[src/rtl/uq_pkg.sv]
package uq_pkg;
    typedef enum logic {
        MD_SOLO = 1'b0,
        MD_DUAL = 1'b1
    } mode_e;
endpackage

[src/rtl/uq_mode_fsm.sv]
module uq_mode_fsm
    import uq_pkg::*;
(
    input  logic clk,
    input  logic rst_n,
    input  logic dual_req,
    input  logic idle,
    output logic dual_on
);
    mode_e state, state_nx;

    // Next-state logic: a change is taken only when the queue is idle.
    always_comb begin
        state_nx = state;
        unique case (state)
            MD_SOLO: if (idle && dual_req)  state_nx = MD_DUAL;  // SOLO_TO_DUAL
            MD_DUAL: if (idle && !dual_req) state_nx = MD_SOLO;  // DUAL_TO_SOLO
        endcase
    end

    // State register.
    always_ff @(posedge clk) begin
        if (!rst_n) state <= MD_SOLO;
        else        state <= state_nx;
    end

    // Outputs.
    always_comb begin
        dual_on = (state == MD_DUAL);
    end

    AST_MODE_ONLY_IDLE: assert property (@(posedge clk) disable iff (!rst_n)
        (state != $past(state)) |-> $past(idle));
endmodule

[src/rtl/uq_part.sv]
module uq_part #(
    parameter int DEPTH = 32,
    parameter int TID   = 0
) (
    input  logic                       clk,
    input  logic                       rst_n,
    input  logic                       dual,
    input  logic [1:0]                 push,
    input  logic [1:0]                 pop,
    input  logic                       flush,
    output logic [$clog2(DEPTH):0]     count,
    output logic [$clog2(DEPTH):0]     cap,
    output logic [$clog2(DEPTH)-1:0]   wr_idx0,
    output logic [$clog2(DEPTH)-1:0]   wr_idx1,
    output logic [$clog2(DEPTH)-1:0]   rd_idx0,
    output logic [$clog2(DEPTH)-1:0]   rd_idx1
);
    localparam int HALF = DEPTH / 2;
    localparam int PW   = $clog2(DEPTH);
    localparam int CW   = PW + 1;

    logic [PW-1:0] head, tail, mask, base;

    // Share size, wrap mask and base offset depend on the mode.
    always_comb begin
        if (dual)           cap = CW'(HALF);
        else if (TID == 0)  cap = CW'(DEPTH);
        else                cap = '0;
        mask = dual ? PW'(HALF - 1) : PW'(DEPTH - 1);
        base = (dual && TID == 1) ? PW'(HALF) : '0;
        wr_idx0 = base + (tail & mask);
        wr_idx1 = base + ((tail + PW'(1)) & mask);
        rd_idx0 = base + (head & mask);
        rd_idx1 = base + ((head + PW'(1)) & mask);
    end

    always_ff @(posedge clk) begin
        if (!rst_n || flush) begin
            head  <= '0;
            tail  <= '0;
            count <= '0;
        end else begin
            head  <= (head + PW'(pop)) & mask;
            tail  <= (tail + PW'(push)) & mask;
            count <= count + CW'(push) - CW'(pop);
        end
    end

    AST_WITHIN_SHARE: assert property (@(posedge clk) disable iff (!rst_n)
        count <= cap);

    AST_FLUSH_EMPTIES: assert property (@(posedge clk) disable iff (!rst_n)
        flush |=> (count == '0));

    generate
        if (TID == 1) begin : g_t1
            AST_SOLO_T1_IDLE: assert property (@(posedge clk) disable iff (!rst_n)
                !dual |-> (count == '0));
        end
    endgenerate
endmodule

[src/rtl/uq_rd_arb.sv]
module uq_rd_arb #(
    parameter int CW = 6
) (
    input  logic          clk,
    input  logic          rst_n,
    input  logic [CW-1:0] cnt0,
    input  logic [CW-1:0] cnt1,
    input  logic          take_ok,
    output logic          sel,
    output logic [1:0]    avail
);
    logic          last;
    logic          both;
    logic [CW-1:0] csel;

    always_comb begin
        both = (cnt0 != '0) && (cnt1 != '0);
        if (both)             sel = ~last;
        else if (cnt1 != '0)  sel = 1'b1;
        else                  sel = 1'b0;
        csel  = sel ? cnt1 : cnt0;
        avail = (csel >= CW'(2)) ? 2'd2 : csel[1:0];
    end

    always_ff @(posedge clk) begin
        if (!rst_n)       last <= 1'b1;
        else if (take_ok) last <= sel;
    end

    AST_RR_ALTERNATE: assert property (@(posedge clk) disable iff (!rst_n)
        (both && take_ok) |=> (!both || sel != $past(sel)));
endmodule

[src/rtl/uop_split_queue.sv]
module uop_split_queue #(
    parameter int UOP_W = 16,
    parameter int DEPTH = 32
) (
    input  logic             clk,
    input  logic             rst_n,
    input  logic             dual_req,
    input  logic [1:0]       flush,
    input  logic [1:0]       wr_cnt,
    input  logic             wr_tid,
    input  logic [UOP_W-1:0] wr_uop0,
    input  logic [UOP_W-1:0] wr_uop1,
    output logic             wr_accept,
    output logic [1:0]       full,
    output logic [1:0]       empty,
    output logic             rd_tid,
    output logic [1:0]       rd_cnt,
    output logic [UOP_W-1:0] rd_uop0,
    output logic [UOP_W-1:0] rd_uop1,
    input  logic [1:0]       rd_take,
    output logic             dual_on
);
    localparam int PW = $clog2(DEPTH);
    localparam int CW = PW + 1;

    logic [CW-1:0]    cnt [2];
    logic [CW-1:0]    cap [2];
    logic [PW-1:0]    wi0 [2];
    logic [PW-1:0]    wi1 [2];
    logic [PW-1:0]    ri0 [2];
    logic [PW-1:0]    ri1 [2];
    logic [1:0]       push_n [2];
    logic [1:0]       pop_n  [2];
    logic [1:0]       take_c;
    logic [CW-1:0]    free_w;
    logic             idle;
    logic [UOP_W-1:0] mem [DEPTH];

    uq_mode_fsm u_mode (
        .clk(clk), .rst_n(rst_n), .dual_req(dual_req), .idle(idle), .dual_on(dual_on)
    );

    generate
        for (genvar g = 0; g < 2; g++) begin : g_part
            uq_part #(.DEPTH(DEPTH), .TID(g)) u_part (
                .clk(clk), .rst_n(rst_n), .dual(dual_on),
                .push(push_n[g]), .pop(pop_n[g]), .flush(flush[g]),
                .count(cnt[g]), .cap(cap[g]),
                .wr_idx0(wi0[g]), .wr_idx1(wi1[g]),
                .rd_idx0(ri0[g]), .rd_idx1(ri1[g])
            );
            always_comb begin
                push_n[g] = (wr_accept && wr_tid == 1'(g)) ? wr_cnt : 2'd0;
                pop_n[g]  = (rd_tid == 1'(g) && !flush[g]) ? take_c : 2'd0;
                full[g]   = (cnt[g] == cap[g]);
                empty[g]  = (cnt[g] == '0);
            end
        end
    endgenerate

    uq_rd_arb #(.CW(CW)) u_arb (
        .clk(clk), .rst_n(rst_n), .cnt0(cnt[0]), .cnt1(cnt[1]),
        .take_ok(take_c != 2'd0 && !flush[rd_tid]),
        .sel(rd_tid), .avail(rd_cnt)
    );

    always_comb begin
        free_w    = cap[wr_tid] - cnt[wr_tid];
        wr_accept = (wr_cnt != 2'd0) && (dual_on || !wr_tid) &&
                    !flush[wr_tid] && (free_w >= CW'(wr_cnt));
        take_c    = (rd_take > rd_cnt) ? rd_cnt : rd_take;
        idle      = (cnt[0] == '0) && (cnt[1] == '0) && (wr_cnt == 2'd0);
        rd_uop0   = mem[ri0[rd_tid]];
        rd_uop1   = mem[ri1[rd_tid]];
    end

    always_ff @(posedge clk) begin
        if (wr_accept) begin
            mem[wi0[wr_tid]] <= wr_uop0;
            if (wr_cnt == 2'd2) mem[wi1[wr_tid]] <= wr_uop1;
        end
    end

    AST_WRITE_NEEDS_THREAD: assert property (@(posedge clk) disable iff (!rst_n)
        (!dual_on && wr_tid) |-> !wr_accept);
endmodule

[config.mk]
export PLATFORM = sky130hd
export DESIGN_NAME = uop_split_queue
export DESIGN_NICKNAME = d
export VERILOG_FILES = /design/src/rtl/uq_pkg.sv /design/src/rtl/uq_mode_fsm.sv /design/src/rtl/uq_part.sv /design/src/rtl/uq_rd_arb.sv /design/src/rtl/uop_split_queue.sv
export SDC_FILE = /design/constraint.sdc
export NUM_CORES = 1
export LEC_CHECK = 0
export BUFFER_PORTS_ARGS = -buffer_cell sky130_fd_sc_hd__clkbuf_2
export CORE_UTILIZATION = 40
export DETAILED_ROUTE_END_ITERATION = 6
export GPL_ROUTABILITY_DRIVEN = 0
export SYNTH_ARGS = -nofsm -noshare
export SYNTH_HDL_FRONTEND = slang
export SYNTH_HIERARCHICAL = 1
export SYNTH_SLANG_ARGS = --single-unit
[constraint.sdc]
create_clock -name clk -period 10.59 [get_ports clk]
set_input_delay 1.5885 -clock clk [delete_from_list [all_inputs] [get_ports clk]]
set_output_delay 1.5885 -clock clk [all_outputs]
set_load 0.02 [all_outputs]
==> reports/metrics.cfg, run 1 <==
[clock_network]
cts_root_buf = clkbuf_16
cts_setup_buffers = 0
clock_path_buffers = 3
htreeDepth = 2
clock-sinks = 546
cts_resized = 0
cts_tree = built
numCtsBuffers = 59
clock_latency_ns = 0.68
cts_hold_buf = 0
clkTransAtPathRegs_ns = 0.06

[timing]
clock_skew_ns = 0.0444
clock.fmax_mhz = 125
finalSetupViolations = 0
slew_viol_final = 0
hold_viol_final = 0
tightestPinTransition_ns = 1.41
fin_crit_ns = 8.02
max_slew_margin_pct = 5.50
rsz0062_at_grt = false
fin_crit_sh_pct = 75.8
setup_tns_ns = 0

[yosys]
synth_cells = 3010
yosys-top-cells-area = edfxtp_1 42%, mux2_2 15%, mux4_2 11%
yosysTopAreaCell = edfxtp_1
syn_area_sq_mm = 0.0363
synth-seq-cells = 546
async_reset_ff_share_pct = 0
synthDistinctLibCells = 77
synth.top_cells.by_count = 512 x edfxtp_1, 494 x mux2_2, 232 x nand2_1, 182 x mux4_2
synth-edff-count = 512
yosysSeqAreaShare_pct = 44.2
yosys_most_used_dff = edfxtp_1
avgSynthCellArea_sq_um = 12.1
yosysTopAreaCellShare_pct = 42.3
yosys_warnings = 6
yosysMostFrequentCell = edfxtp_1

[drt]
vias = 27800
antenna_left = 0
drtPass1Iterations = 7
avgViaCountPerCell = 6.73
finalWirelength_um = 131000
routedWlPerCell_um = 31.7
drc = 1
drt-initial-drc-count = 4098

[hold_path]
hold_class = flip-flop to flip-flop
hold_path_depth = 2

[worst_setup_path]
rr_worst_depth = 17
crit_fanout = 54
crit_type = flip-flop to output port
start_kind = flip-flop
crit_path_end_kind = output port
required_ns = 9.00
crit_arrival_ns = 6.43

[finish]
stdcell_count = 4138
area_growth_pct = 7.68
nets = 2996
drive_gt1_share_pct = 33.4

[power_and_ir_drop]
cellLeakagePower_nw = 12.7
p_per_area_mw_per_mm2 = 230
peakVddDrop_mv = 0.397

[floorplan]
rows = 110
ios = 83
die_area_sq_mm = 0.0921
core_sq_mm = 0.0900
die_h_um = 303
initial_core_util_pct = 40.4
die_width_um = 303

[global_routing]
grt_max_degree = 95
antenna_found_initial = 8
grt-ovfl-total = 0
grt_usage_pct = 28.1
grt_pass1_vias = 27200
grt_pass1_wl_um = 188000

[placed_design]
hpwl_um = 80800
place.port_buffers = 82
placed_cells = 4026

[run_status]
violations = design-rule violations
status = finished with violations

[job]
cap_violations = 0

state kept, by name (all words and copies together) (netlist names), named ones only:
register	count
mem	512
g_part.u_part/count	12
g_part.u_part/head	10
u_arb/last	1
g_part.u_part/tail	10
layout make-up:
type / instances / area, sq um
clock buffers: 79 / 1600
well taps: 1176 / 1470
diodes: 4 / 10.0
repair buffers: 157 / 986
fillers: 8277 / 50900
inverters: 75 / 282
flip-flops and latches: 546 / 16100
multi-input cells: 2072 / 18600
clock inverters: 29 / 171
through the flow:
step	cell area (sq um)	power [mW]	setup WS [ns]	utilization, %	hold WS, ns
after global placement	37400	6.89	3.44	41.5	0.560
after detailed placement	37400	6.95	3.39	41.5	0.572
after CTS	39100	8.92	2.71	43.5	0.576
final	39100	9.02	2.57	43.5	0.570
after global routing	39100	9.37	2.40	43.5	0.600
after floorplan	36400	5.67	3.76	-	0.538
cells in the final DEF (no fill, tap or decap), types with 72 or more instances in the layout:
master	n
a21oi_1	174
a22oi_1	106
buf_4	74
clkbuf_2	82
edfxtp_1	512
inv_1	75
mux2_2	493
mux4_2	182
nand2_1	232
nor2_1	111
nor3_1	72
path summary, 6_finish.rpt:
| path | from | to | slack [ns] |
|---|---|---|---|
| max | g_part[0].u_part/count[2] | rd_uop1[10] | 2.57 |
| min | g_part[0].u_part/tail[4] | g_part[0].u_part/tail[4] | 0.57 |
| max reg2reg | g_part[1].u_part/count[0] | g_part[0].u_part/count[4] | 5.37 |
| min reg2reg | g_part[0].u_part/tail[4] | g_part[0].u_part/tail[4] | 0.57 |
per-layer routing:
layer | GRT usage [%] | up-vias | wire length, um
li1 | - | 11400 | -
met1 | 36.8 | 14000 | 49400
met2 | 43.3 | 1910 | 59700
met3 | 6.81 | 434 | 15000
met4 | 14.6 | 8 | 7180
met5 | 0 | - | 62
critical path, cell delays in order, from the launching register on:
cell and delay [ns]:
dfxtp_1 0.37, or3_4 0.40, o41ai_2 0.24, o21a_4 0.55
buf_4 0.50, and2_4 0.50, or2_4 0.87, buf_4 0.63
mux4_2 0.39, nand2_1 0.09, a21oi_1 0.09, nor3_1 0.61
nor3_1 0.18, clkbuf_2 0.20
cells by family (layout without fill, tap and decap cells):
group / count (synthesis) / count (layout) / share of synthesized area, %
xor gates and xnor gates: 45 / 45 / 1.08
AOI/OAI and AO/OA: 636 / 636 / 11.6
and+or+nand+nor: 620 / 620 / 8.35
muxes: 719 / 719 / 27.9
other: 2 / 13 / 0.0207
adders and majority gates: 43 / 43 / 1.67
buffers and inverters: 399 / 340 / 5.24
DFF: 546 / 546 / 44.2
power breakdown:
group / switching, mW / internal [mW] / leakage, nW
Sequential: 0.0379 / 2.39 / 4.88
Combinational: 2.85 / 1.77 / 6.92
Clock: 0.918 / 1.06 / 0.867
Power figures use the tool's default switching activity.
==> run 2: changes to the inputs <==
ABC_AREA = 1   (was unset)
clock period = 7.6 ns   (was 10.59 ns; I/O delays follow)
==> reports/metrics.cfg, run 2 <==
[run_status]
status = finished with violations
violations = design-rule violations

[worst_setup_path]
start_kind = flip-flop
crit_family = buffers and inverters
crit_fanout = 33  ; -39%
slowest_stage = clkinv_1
cp_slowest_stage_delay_ns = 0.89  ; +0.02 ns
crit_top_cell = nand2_1
required_ns = 6.46  ; -2.54 ns
crit_cells = 16  ; +3
crit_type = flip-flop to output port
crit_path_end_kind = output port
crit_buf_inv = 6  ; +3
crit_arrival_ns = 4.91  ; -1.52 ns
path_cells = nor2_2 -> nand3_2 -> nand2_2 -> inv_1 -> nor2_2 -> buf_4 -> nand2_1 -> o21ai_4 -> buf_4 -> clkinv_1 -> buf_4 -> nand3_1 -> nand2_1 -> nand2_1 -> nand2_1 -> clkbuf_2
rr_worst_depth = 14  ; -3

[global_routing]
grt_pass1_wl_um = 237000  ; +26%
grt-ovfl-total = 0  ; unchanged
grt_pass1_vias = 35200  ; +29%
grt_usage_pct = 32.2  ; +4.1 points
grt_max_degree = 138  ; +45%
antenna_found_initial = 2  ; -6

[finish]
area_growth_pct = 6.36
utilization_pct = 43.0  ; -0.49 points
nets = 4885  ; +63%
largest_reg_flops = 512  ; unchanged
final_cell_mix = 1726 x nand2_1, 515 x nand4_1, 512 x edfxtp_1, 431 x nand3_1, 416 x o211ai_1
num-fill-cells = 9674  ; +17%
drive_gt1_share_pct = 8.31  ; -25 points
final_common_cell = nand2_1
n_antenna_cell = 0  ; -4

[drt]
routedWlPerCell_um = 26.6  ; -16%
vias = 38700  ; +39%
drc = 2  ; +1
antenna_left = 0  ; unchanged
finalWirelength_um = 163000  ; +24%
drtPass1Iterations = 7  ; unchanged
drt-initial-drc-count = 5845  ; +43%
avgViaCountPerCell = 6.31  ; -6.2%

[clock_network]
cts_hold_buf = 0  ; unchanged
clock_latency_ns = 0.65  ; -0.03 ns
cts_resized = 0  ; unchanged
htreeDepth = 3  ; +1
numCtsBuffers = 67  ; +14%
clock_path_buffers = 3  ; unchanged
clkTransAtPathRegs_ns = 0.05  ; about the same
cts_setup_buffers = 0  ; unchanged
clock-sinks = 546  ; unchanged
cts_tree = built
cts_root_buf = clkbuf_16

[floorplan]
core_sq_mm = 0.0967  ; +7.4%
die_h_um = 315  ; +3.7%
ios = 83  ; unchanged
die_width_um = 315  ; +3.7%
initial_core_util_pct = 40.4  ; +0.041 points
rows = 114  ; +3.6%
die_area_sq_mm = 0.0990  ; +7.5%

[timing]
tightestPinTransition_ns = 1.40  ; -0.00904 ns
setup_tns_ns = 0  ; unchanged
finalSetupViolations = 0  ; unchanged
clock_skew_ns = 0.0287  ; -0.0158 ns
rsz0062_at_grt = false
clock.fmax_mhz = 165
slew_viol_final = 0  ; unchanged
fin_crit_ns = 6.05
hold_viol_final = 0  ; unchanged
fin_crit_sh_pct = 79.7
fin_ws_ns = 1.55  ; -1.02 ns
max_slew_margin_pct = 6.39  ; +0.89 points

[yosys]
yosysSeqAreaShare_pct = 41.1  ; -3.1 points
yosysMostFrequentCell = nand2_1
avgSynthCellArea_sq_um = 7.69  ; -36%
synth.top_cells.by_count = 1728 x nand2_1, 515 x nand4_1, 512 x edfxtp_1, 431 x nand3_1, 416 x o211ai_1
synth-edff-count = 512  ; unchanged
yosys-top-cells-area = edfxtp_1 39%, nand2_1 17%, nand4_1 8.2%
yosys_most_used_dff = edfxtp_1
async_reset_ff_share_pct = 0  ; unchanged
syn_area_sq_mm = 0.0391  ; +7.5%
yosysTopAreaCell = edfxtp_1
yosys_warnings = 6  ; unchanged
synthDistinctLibCells = 51  ; -34%
yosysTopAreaCellShare_pct = 39.3  ; -3.0 points
synth_cells = 5084  ; +69%
synth-seq-cells = 546  ; unchanged

[power_and_ir_drop]
cellLeakagePower_nw = 16.9  ; +33%
p_per_area_mw_per_mm2 = 341  ; +48%
peakVddDrop_mv = 0.406  ; +2.3%

[job]
cap_violations = 0  ; unchanged

[placed_design]
post-place-ws_ns = 1.58  ; -1.81 ns
place.port_buffers = 82  ; unchanged
hpwl_um = 96600  ; +20%

[hold_path]
hold_path_depth = 2  ; unchanged
hold_class = flip-flop to flip-flop

## run 2: cell families after synthesis
group | after synthesis | share of synthesized area (%)
simple gates | 2864 | 34.9
buf+inv | 925 | 10.3
compound gates | 673 | 11.4
flops | 546 | 41.1
fa+ha+maj | 43 | 1.55
xor+xnor | 28 | 0.627
mux | 3 | 0.0768
other cells | 2 | 0.0192
## run 2: through the flow
step / cell area, sq um / power [mW] / hold WS [ns] / std cells
after floorplan: 39100 / 8.55 / 0.481 / 5091
after global placement: 39500 / 10.7 / 0.502 / 6007
after detailed placement: 39500 / 10.8 / 0.532 / 6007
after CTS: 41600 / 13.9 / 0.543 / 6126
after global routing: 41600 / 14.8 / 0.581 / 6126
final: 41600 / 14.2 / 0.544 / 6126
## run 2: path summary, 6_finish.rpt
check | startpoint | end | slack [ns]
min reg2reg | u_arb/last | u_arb/last | 0.54
max reg2reg | g_part[1].u_part/count[0] | mem[31][1] | 2.92
min | u_arb/last | u_arb/last | 0.54
max | g_part[0].u_part/count[2] | rd_uop1[15] | 1.55
## run 2: area by class of cell
cell class | instances | area [sq um] | area share, %
timing repair buffer | 170 | 1250 | 3.00
clock inverter | 32 | 236 | 0.569
sequential | 546 | 16100 | 38.6
multi-input combinational | 3620 | 19100 | 46.1
tap | 1276 | 1600 | 3.84
clock buffer | 87 | 1790 | 4.32
inverter | 395 | 1500 | 3.61
## run 2: per-layer routing
| metal | up-vias | global-route usage (%) | share of wire, % | wire length, um |
|---|---|---|---|---|
| li1 | 17200 | - | - | - |
| met1 | 18100 | 44.5 | 39 | 63000 |
| met2 | 2873 | 46.8 | 42 | 68300 |
| met5 | - | 0 | 0.014 | 22 |
| met3 | 510 | 8.52 | 15 | 23700 |
| met4 | 4 | 14.7 | 4.9 | 7900 |
## run 2: power breakdown
group          total, mW  internal (mW)  switching (mW)
Combinational       7.60           2.03            5.57
Clock               3.15           1.74            1.41
Sequential          3.43           3.35          0.0747
## run 2: worst register-to-register path, stage by stage, from the launching register on
cell      delay, ns
dfxtp_1        0.48
nand2_1        0.09
nand2_1        0.10
ha_1           0.14
inv_1          0.07
fa_1           0.47
ha_1           0.28
a21boi_0       0.19
nor2_1         0.08
nand3_1        0.07
nor2_1         0.09
nand2_4        0.58
buf_4          0.61
nand4_4        0.36
nand2_1        0.71
